[config.mk]
export PLATFORM = sky130hd
export DESIGN_NAME = icache_refill_ctrl
export DESIGN_NICKNAME = d
export VERILOG_FILES = /design/src/rtl/icr_pkg.sv /design/src/rtl/icr_tag_valid.sv /design/src/rtl/icr_data_ram.sv /design/src/rtl/icr_perf.sv /design/src/rtl/icache_refill_ctrl.sv
export SDC_FILE = /design/constraint.sdc
export NUM_CORES = 1
export LEC_CHECK = 0
export CAP_MARGIN = 40
export CORE_AREA = 2 2 305 307
export CTS_CLUSTER_DIAMETER = 60
export DETAILED_ROUTE_END_ITERATION = 8
export DIE_AREA = 0 0 307 309
export DONT_BUFFER_PORTS = 1
export PLACE_DENSITY = 0.69
export SLEW_MARGIN = 15
export SYNTH_ARGS = -nofsm -noshare
export SYNTH_HDL_FRONTEND = slang
export SYNTH_SLANG_ARGS = --single-unit
[constraint.sdc]
create_clock -name clk -period 15.1 [get_ports clk]
set_input_delay 1.51 -clock clk [delete_from_list [all_inputs] [get_ports clk]]
set_output_delay 1.51 -clock clk [all_outputs]
set_load 0.02 [all_outputs]
[src/rtl/icr_pkg.sv]
package icr_pkg;
  typedef enum logic [1:0] {
    ST_IDLE = 2'd0,
    ST_HIT  = 2'd1,
    ST_FILL = 2'd2
  } icr_state_e;
endpackage

[src/rtl/icr_tag_valid.sv]
module icr_tag_valid #(
  parameter int TAG_W = 7,
  parameter int IDX_W = 3,
  parameter int WORDS = 4,
  parameter int OFF_W = 2
) (
  input  logic             clk,
  input  logic             rst,
  input  logic [IDX_W-1:0] look_idx,
  input  logic [TAG_W-1:0] look_tag,
  input  logic [OFF_W-1:0] look_off,
  output logic             look_hit,
  output logic             look_tag_eq,
  input  logic             clr_en,
  input  logic [IDX_W-1:0] clr_idx,
  input  logic [TAG_W-1:0] clr_tag,
  input  logic             set_en,
  input  logic [IDX_W-1:0] set_idx,
  input  logic [OFF_W-1:0] set_off
);
  localparam int LINES = 1 << IDX_W;

  logic [TAG_W-1:0] tag_q [LINES];
  logic [WORDS-1:0] vld_q [LINES];

  always_comb begin
    look_tag_eq = (tag_q[look_idx] == look_tag);
    look_hit    = look_tag_eq && vld_q[look_idx][look_off];
  end

  always_ff @(posedge clk) begin
    if (rst) begin
      for (int i = 0; i < LINES; i++) begin
        tag_q[i] <= '0;
        vld_q[i] <= '0;
      end
    end else begin
      if (clr_en) begin
        tag_q[clr_idx] <= clr_tag;
        vld_q[clr_idx] <= '0;
      end
      if (set_en) begin
        vld_q[set_idx][set_off] <= 1'b1;
      end
    end
  end

  // The clear of a new-tag line and a word set never share a cycle
  assert_clr_set_excl_R6: assert property (@(posedge clk) disable iff (rst)
    !(clr_en && set_en));
endmodule

[src/rtl/icr_data_ram.sv]
module icr_data_ram #(
  parameter int AW = 5,
  parameter int DW = 32
) (
  input  logic          clk,
  input  logic          we,
  input  logic [AW-1:0] addr,
  input  logic [DW-1:0] wdata,
  output logic [DW-1:0] rdata
);
  localparam int DEPTH = 1 << AW;

  logic [DW-1:0] mem [DEPTH];

  always_ff @(posedge clk) begin
    if (we) mem[addr] <= wdata;
    rdata <= mem[addr];
  end
endmodule

[src/rtl/icr_perf.sv]
module icr_perf #(
  parameter int CNT_W = 16
) (
  input  logic             clk,
  input  logic             rst,
  input  logic             inc_hit,
  input  logic             inc_miss,
  input  logic             inc_beat,
  output logic [CNT_W-1:0] hit_cnt,
  output logic [CNT_W-1:0] miss_cnt,
  output logic [CNT_W-1:0] beat_cnt
);
  always_ff @(posedge clk) begin
    if (rst) begin
      hit_cnt  <= '0;
      miss_cnt <= '0;
      beat_cnt <= '0;
    end else begin
      if (inc_hit)  hit_cnt  <= hit_cnt + 1'b1;
      if (inc_miss) miss_cnt <= miss_cnt + 1'b1;
      if (inc_beat) beat_cnt <= beat_cnt + 1'b1;
    end
  end

  // A lookup is either a hit or a miss, never both
  assert_hit_miss_excl_R1: assert property (@(posedge clk) disable iff (rst)
    !(inc_hit && inc_miss));
endmodule

[src/rtl/icache_refill_ctrl.sv]
module icache_refill_ctrl
  import icr_pkg::*;
#(
  parameter int ADDR_W = 12,
  parameter int DATA_W = 32,
  parameter int WORDS  = 4,
  parameter int LINES  = 8,
  parameter int CNT_W  = 16
) (
  input  logic                       clk,
  input  logic                       rst,
  input  logic                       mode_full,
  input  logic                       fetch_req,
  input  logic [ADDR_W-1:0]          fetch_addr,
  output logic                       fetch_valid,
  output logic [DATA_W-1:0]          fetch_data,
  input  logic                       st_req,
  input  logic [ADDR_W-1:0]          st_addr,
  input  logic [DATA_W-1:0]          st_data,
  output logic                       st_stall,
  output logic                       mem_req,
  output logic [ADDR_W-1:0]          mem_addr,
  output logic [$clog2(WORDS+1)-1:0] mem_len,
  input  logic                       mem_rvalid,
  input  logic [DATA_W-1:0]          mem_rdata,
  output logic [CNT_W-1:0]           hit_cnt,
  output logic [CNT_W-1:0]           miss_cnt,
  output logic [CNT_W-1:0]           beat_cnt
);
  localparam int OFF_W  = $clog2(WORDS);
  localparam int IDX_W  = $clog2(LINES);
  localparam int TAG_W  = ADDR_W - OFF_W - IDX_W;
  localparam int LEN_W  = $clog2(WORDS + 1);
  localparam int RAM_AW = IDX_W + OFF_W;

  icr_state_e state_q;

  logic [IDX_W-1:0] fl_idx;
  logic [OFF_W-1:0] fl_off;
  logic [LEN_W-1:0] fl_left;
  logic             fl_full;
  logic             crit_pend;

  // lookup address: a store wins over a fetch in the idle state
  logic [ADDR_W-1:0] lk_addr;
  logic [OFF_W-1:0]  lk_off;
  logic [IDX_W-1:0]  lk_idx;
  logic [TAG_W-1:0]  lk_tag;
  logic              look_hit, look_tag_eq;

  always_comb begin
    lk_addr = st_req ? st_addr : fetch_addr;
    lk_off  = lk_addr[OFF_W-1:0];
    lk_idx  = lk_addr[OFF_W +: IDX_W];
    lk_tag  = lk_addr[ADDR_W-1 -: TAG_W];
  end

  logic idle, acc_st, acc_f, hit_go, miss_go, clr_en;
  logic store_we, fill_we, set_en;
  logic [IDX_W-1:0] set_idx;
  logic [OFF_W-1:0] set_off;
  logic [RAM_AW-1:0] ram_addr;
  logic [DATA_W-1:0] ram_wdata, ram_rdata;
  logic [LEN_W-1:0]  new_len;

  always_comb begin
    idle     = (state_q == ST_IDLE);
    acc_st   = idle && st_req;
    acc_f    = idle && !st_req && fetch_req && !fetch_valid;
    hit_go   = acc_f && look_hit;
    miss_go  = acc_f && !look_hit;
    clr_en   = miss_go && !look_tag_eq;
    store_we = acc_st && look_tag_eq;
    fill_we  = (state_q == ST_FILL) && mem_rvalid;
    set_en   = store_we || fill_we;
    set_idx  = fill_we ? fl_idx : lk_idx;
    set_off  = fill_we ? fl_off : lk_off;
    ram_addr = (state_q == ST_FILL) ? {fl_idx, fl_off} : {lk_idx, lk_off};
    ram_wdata = fill_we ? mem_rdata : st_data;
    new_len  = mode_full ? LEN_W'(WORDS) : (LEN_W'(WORDS) - LEN_W'(lk_off));
    st_stall = !idle;
  end

  icr_tag_valid #(
    .TAG_W(TAG_W), .IDX_W(IDX_W), .WORDS(WORDS), .OFF_W(OFF_W)
  ) u_tags (
    .clk(clk), .rst(rst),
    .look_idx(lk_idx), .look_tag(lk_tag), .look_off(lk_off),
    .look_hit(look_hit), .look_tag_eq(look_tag_eq),
    .clr_en(clr_en), .clr_idx(lk_idx), .clr_tag(lk_tag),
    .set_en(set_en), .set_idx(set_idx), .set_off(set_off)
  );

  icr_data_ram #(.AW(RAM_AW), .DW(DATA_W)) u_ram (
    .clk(clk), .we(set_en), .addr(ram_addr),
    .wdata(ram_wdata), .rdata(ram_rdata)
  );

  icr_perf #(.CNT_W(CNT_W)) u_perf (
    .clk(clk), .rst(rst),
    .inc_hit(hit_go), .inc_miss(miss_go), .inc_beat(fill_we),
    .hit_cnt(hit_cnt), .miss_cnt(miss_cnt), .beat_cnt(beat_cnt)
  );

  always_ff @(posedge clk) begin
    if (rst) begin
      state_q     <= ST_IDLE;
      fetch_valid <= 1'b0;
      fetch_data  <= '0;
      mem_req     <= 1'b0;
      mem_addr    <= '0;
      mem_len     <= '0;
      fl_idx      <= '0;
      fl_off      <= '0;
      fl_left     <= '0;
      fl_full     <= 1'b0;
      crit_pend   <= 1'b0;
    end else begin
      fetch_valid <= 1'b0;
      mem_req     <= 1'b0;
      unique case (state_q)
        ST_IDLE: begin
          if (hit_go) begin
            state_q <= ST_HIT;
          end else if (miss_go) begin
            state_q   <= ST_FILL;
            mem_req   <= 1'b1;
            mem_addr  <= fetch_addr;
            mem_len   <= new_len;
            fl_left   <= new_len;
            fl_full   <= mode_full;
            fl_idx    <= lk_idx;
            fl_off    <= lk_off;
            crit_pend <= 1'b1;
          end
        end
        ST_HIT: begin
          fetch_data  <= ram_rdata;
          fetch_valid <= 1'b1;
          state_q     <= ST_IDLE;
        end
        ST_FILL: begin
          if (mem_rvalid) begin
            fl_off  <= fl_off + 1'b1;
            fl_left <= fl_left - 1'b1;
            if (crit_pend) begin
              fetch_data  <= mem_rdata;
              fetch_valid <= 1'b1;
              crit_pend   <= 1'b0;
            end
            if (fl_left == LEN_W'(1)) state_q <= ST_IDLE;
          end
        end
        default: state_q <= ST_IDLE;
      endcase
    end
  end

  // Partial burst runs from the start word to the end of the line
  assert_len_partial_R3: assert property (@(posedge clk) disable iff (rst)
    (mem_req && !fl_full) |-> (mem_len == LEN_W'(WORDS) - LEN_W'(mem_addr[OFF_W-1:0])));

  // Full burst covers the whole line
  assert_len_full_R4: assert property (@(posedge clk) disable iff (rst)
    (mem_req && fl_full) |-> (mem_len == LEN_W'(WORDS)));

  // Critical word released in the cycle after its beat
  assert_release_after_crit_R2: assert property (@(posedge clk) disable iff (rst)
    (state_q == ST_FILL && crit_pend && mem_rvalid) |=> fetch_valid);

  // Fetch strobe lasts a single cycle
  assert_fetch_pulse_R2: assert property (@(posedge clk) disable iff (rst)
    fetch_valid |=> !fetch_valid);

  // Remaining beats stay between one and the line size during a refill
  assert_left_range_R7: assert property (@(posedge clk) disable iff (rst)
    (state_q == ST_FILL) |-> (fl_left != '0 && fl_left <= LEN_W'(WORDS)));
endmodule

==> results of run 1 <==
area by class of cell:
cell class              count  area, um2
repair buffers            106       1579
clock buffers             172       3642
fillers                  6340      35420
well taps                1186       1484
multi-input cells        1318      12450
clock inverters            71      525.5
flip-flops and latches   1252      36190
inverters                  22      82.58
metrics by stage:
| stage | setup slack [ps] | utilization |
|---|---|---|
| after CTS | 9463 | 0.6116 |
| after floorplan | 9071 | - |
| after global routing | 9713 | 0.6124 |
| after global placement | 8034 | 0.5543 |
| after detailed placement | 8679 | 0.5660 |
| final | 9859 | 0.6124 |
worst max-delay path, delay by kind of cell:
kind                   cells  cell delay, ps
muxes                      2             440
buffers and inverters      4            1130
and+or+nand+nor            5            2170
AOI/OAI and AO/OA          2             350
cell usage after synthesis, drive strengths merged, types with 34 or more instances:
cell type | number | area, um2
buf | 54 | 302.8
edfxtp | 1112 | 33390
nor2 | 238 | 900.9
mux4 | 256 | 5766
a211oi | 34 | 255.2
o21ai | 59 | 306.5
nand4 | 42 | 262.8
dfxtp | 140 | 2803
nand2 | 218 | 818.3
a22oi | 114 | 855.8
mux2i | 87 | 874.6
nand3 | 42 | 210.2
clkbuf | 89 | 334.1
final timing paths:
| path | start | end | slack [ps] | depth (start not counted) |
|---|---|---|---|---|
| max | st_req | u_ram.mem[9][22] | 9860 | 13 |
| min | crit_pend | crit_pend | 470 | 2 |
| max reg2reg | state_q[0] | u_ram.rdata[24] | 10520 | 11 |
| min reg2reg | crit_pend | crit_pend | 470 | 2 |
sequential cells by signal, indices dropped and copies added (netlist names):
register,count
crit_pend,1
fetch_data,32
fetch_valid,1
fl_idx,3
fl_left,3
fl_off,2
mem_addr,12
mem_len,3
mem_req,1
state_q,2
u_perf.beat_cnt,16
u_perf.hit_cnt,16
u_perf.miss_cnt,16
u_ram.mem,1024
u_ram.rdata,32
u_tags.tag_q,56
u_tags.vld_q,32
report_power, final:
group          switching (mW)  leakage, nW  total (mW)  internal [mW]
Clock                    1.33         2.04        3.11           1.78
Combinational           0.466         4.64       0.737          0.271
Sequential             0.0342         11.3        3.88           3.85
logic make-up (layout without fill, tap and decap cells):
logic type,after synthesis,after routing
and+or+nand+nor,610,610
DFF,1252,1252
buffers and inverters,165,371
muxes,362,362
xor gates and xnor gates,17,17
adders and majority gates,9,9
AOI/OAI and AO/OA,320,320
layer usage:
metal	vias to the layer above	routed length, um	track usage
met4	8	2614	0.07056
met3	197	14380	0.07941
met2	1539	57900	0.4053
met1	13900	49160	0.3691
met5	-	50	0
li1	11220	-	-
==> out/qor.csv, run 1 <==
metric;value;unit
cpMostUsedCell;buf_4;
worstSetupStartpointType;input pin;
drv_slew;0;
vias_per_cell;6.509;
synthCells;2735;
whs;472.7;ps
fin_crit_sh;0.3471;
ant_nets;0;
crit_fanout;37;
htree_levels;4;
cts-resized-gates;0;
synthesis.area;48990;um2
dr_total_vias;26860;
fp.dieArea;94860;um2
area_growth;14.23;%
ioPinCount;192;
synthXorXnorAreaFrac;0.003039;
die_w;307;um
cts_tree;yes;
period_needed;5241;ps
syn_nets;2838;
post-place-cells;3880;
tightest_slew;1198;ps
rows;111;
rsz0062_at_grt;no;
root_buffer;clkbuf_16;
layout_common_cells;1,112 x edfxtp_1, 256 x mux4_2, 217 x nand2_1;
cp.arrival;5680;ps
synthArstFlopShare;0;
grtUsageTotal;0.2628;
ys_seq_elements;1252;
slowest_stage;or4_4;
antenna_cells;0;
yosys_warnings;0;
drc;0;
insertion_delay;750;ps
synth_mux_area_frac;0.1400;
placed_area;51720;um2
grt_max_degree;127;
synth_edf_count;1112;
grt_pass1_wl;179500;um
cts_buffers;132;
cp_cell_sequence;mux2_1 > buf_4 > mux2i_1 > a32oi_1 > and3_1 > or4_1 > or4_4 > o21ai_1 > buf_4 > nand3_1 > buf_8 > nor2_4 > buf_16;
final_common_cell;edfxtp_1;
grt_pass1_vias;26490;
cap_violations;0;
max_freq;190.8;MHz
power_leakage;17.96;nW
ctsHoldBuffers;0;
end_kind;register;
gp_congestion;0.8898;
coreArea;91390;um2
dr.first_iter.drc_count;3715;
finalPower;7.725;mW
io_buffer_count;0;
finalNonFillerCells;4127;
clock_skew;31.31;ps
grt_overflow;0;
synth_top_family_by_area;multiplexers;
clock_sinks;1252;
die_height;309;um
routedWlPerCell;30.07;um
clk_pin_slew_worst_paths;60;ps
crit_required;15540;ps
p_per_area;138.0;nW/um2
slowest_delay;660;ps
crit_type;in2reg;
routed_wl;124100;um
ir_drop;0.1031;mV
status;finished clean;
hp-class;reg2reg;
cts_setup_buffers;0;
setup_tns;0;ps
synth_ff_type;edfxtp_1;
cts_buffer_depth;3;
synth_compound_area_frac;0.04691;
antenna_found_initial;7;
avgSynthCellArea;17.91;um2
start_util;0.5361;
final_area;55960;um2
hold_viol_final;0;
ys_seq_area_frac;0.7388;
relSlewSlack;0.2016;
nNetsFinal;2935;
yosysUniqueCellTypes;74;
synthSimpleGateAreaFrac;0.05430;
synthAdderAreaFrac;0.002298;
hpwl;78310;um
setup_viol;0;
dr.pass1.iters;5;
drive_gt1_frac;0.2152;
No activity file was read; power rests on OpenSTA's default activity.
==> run 2, diff against run 1 <==
==> constraint.sdc (replaced) <==
create_clock -name clk -period 5.3 [get_ports clk]
set_input_delay 0.53 -clock clk [delete_from_list [all_inputs] [get_ports clk]]
set_output_delay 0.53 -clock clk [all_outputs]
set_load 0.02 [all_outputs]
==> out/qor.csv, run 2 (synthesis results as in run 1) <==
metric;value;unit
cts_setup_buffers;0;
grtUsageTotal;0.2636;
drv_slew;0;
io_buffer_count;0;
coreArea;91390;um2
slowest_delay;740;ps
htree_levels;4;
dr.pass1.iters;5;
grt_pass1_wl;180200;um
top_regs;u_ram.mem x1024, u_tags.tag_q x56;
cts_tree;yes;
power.switching;5.337;mW
internal-power;17.12;mW
rows;111;
status;finished clean;
cts_buffer_depth;3;
crit_required;5680;ps
fin_util;0.6149;
ir_drop;0.2694;mV
setup_tns;0;ps
combPwrFrac;0.095;
cp.arrival;4460;ps
start_util;0.5361;
dr_total_vias;27090;
antenna_found_initial;1;
insertion_delay;760;ps
endpoint;u_ram.mem[17][21];
period_needed;4080;ps
end_kind;register;
gp_congestion;0.9029;
fp.dieArea;94860;um2
nNetsFinal;2991;
layout_common_cells;1,112 x edfxtp_1, 256 x mux4_2, 217 x nand2_1;
grt_max_degree;103;
clock_sinks;1252;
power_leakage;18.15;nW
seqPwrFrac;0.491;
top_register;u_ram.mem;
clockPowerShare;0.414;
fin_crit_sh;0.7698;
hold_viol_final;0;
switching_share;0.2377;
ioPinCount;192;
grt_pass1_vias;26410;
routed_wl;124700;um
dr.first_iter.drc_count;3667;
relSlewSlack;0.4117;
cts-resized-gates;0;
crit_type;in2reg;
drive_gt1_frac;0.2261;
cts_buffers;131;
hp-class;in2reg;
root_buffer;clkbuf_16;
vias_per_cell;6.485;
p_per_area;399.7;nW/um2
clock_skew;25.36;ps
final_common_cell;edfxtp_1;
ant_nets;0;
r2r_slack;1230;ps
crit_fanout;32;
setup_viol;0;
area_growth;14.69;%
cap_violations;0;
die_height;309;um
drc;0;
slowest_stage;mux2_1;
reg2reg_from;state_q[0];
tightest_slew;880.3;ps
grt_overflow;0;
cp_cell_sequence;mux2_1 > mux2i_1 > a32oi_1 > and3_1 > or4_1 > or4_4 > o21ai_1 > buf_4 > nand3_1 > buf_4 > nor2_4 > buf_4;
largest_reg_flops;1024;
ff2ff_path_depth;8;
max_freq;245.1;MHz
hpwl;78400;um
clk_pin_slew_worst_paths;60;ps
die_w;307;um
routedWlPerCell;29.85;um
crit_start;st_req;
reg2reg_to;u_ram.rdata[14];
worstSetupStartpointType;input pin;
cpMostUsedCell;buf_4;
rsz0062_at_grt;no;
[run 2: how the worst min path moves through the flow]
stage	slack [ps]	start	to	depth (start not counted)
4_1_cts	4	mem_rdata[10]	fetch_data[10]	2
5_1_grt	10	mem_rdata[15]	fetch_data[15]	2
2_1_floorplan	440	crit_pend	crit_pend	2
3_3_place_gp	460	crit_pend	crit_pend	2
3_5_place_dp	470	crit_pend	crit_pend	2
6_report	30	mem_rdata[15]	fetch_data[15]	2
[run 2: cell type report]
type | count | area [um2]
diodes | 1 | 2.502
clock buffers | 164 | 3485
clock inverters | 71 | 880.8
fillers | 6286 | 35200
inverters | 22 | 82.58
multi-input cells | 1318 | 12450
flip-flops and latches | 1252 | 36190
well taps | 1186 | 1484
repair buffers | 163 | 1608
[run 2: power groups by stage]
stage                     sequential (mW)  combinational [mW]  clock [mW]
final                                11.0                2.13        9.29
after global routing                 11.0                2.24        9.78
after CTS                            11.0                2.12        9.41
after detailed placement             11.2                2.07           0
after global placement               11.2                2.03           0
after floorplan                      11.2                1.31           0
[run 2: repair_timing]
item	4_1_cts	5_1_grt
setup endpoints to repair	0	0
hold endpoints to repair	102	0
hold buffers	27	0
[run 2: critical path, delay by kind of cell]
kind | cells | cell delay [ps]
AOI/OAI and AO/OA | 2 | 310
and+or+nand+nor | 5 | 1570
muxes | 2 | 1040
buffers and inverters | 3 | 950
[run 2: metal layers]
| metal | global-route usage | wire (um) |
|---|---|---|
| met5 | 0 | 12 |
| met4 | 0.07657 | 2980 |
| met3 | 0.06981 | 14200 |
| met2 | 0.3966 | 57320 |
| met1 | 0.3839 | 50160 |
[run 2: per-stage QoR]
| stage | cell area (um2) | power [mW] | instances | setup slack, ps | hold slack, ps |
|---|---|---|---|---|---|
| after floorplan | 48990 | 12.52 | 2735 | 251.4 | 440.7 |
| after global placement | 51410 | 13.27 | 3906 | 562.5 | 460.1 |
| after detailed placement | 51530 | 13.32 | 3914 | 533.3 | 470.0 |
| after CTS | 56190 | 22.56 | 4176 | 1277 | 3.562 |
| after global routing | 56190 | 23.06 | 4176 | 1083 | 13.73 |
| final | 56190 | 22.46 | 4177 | 1220 | 27.42 |
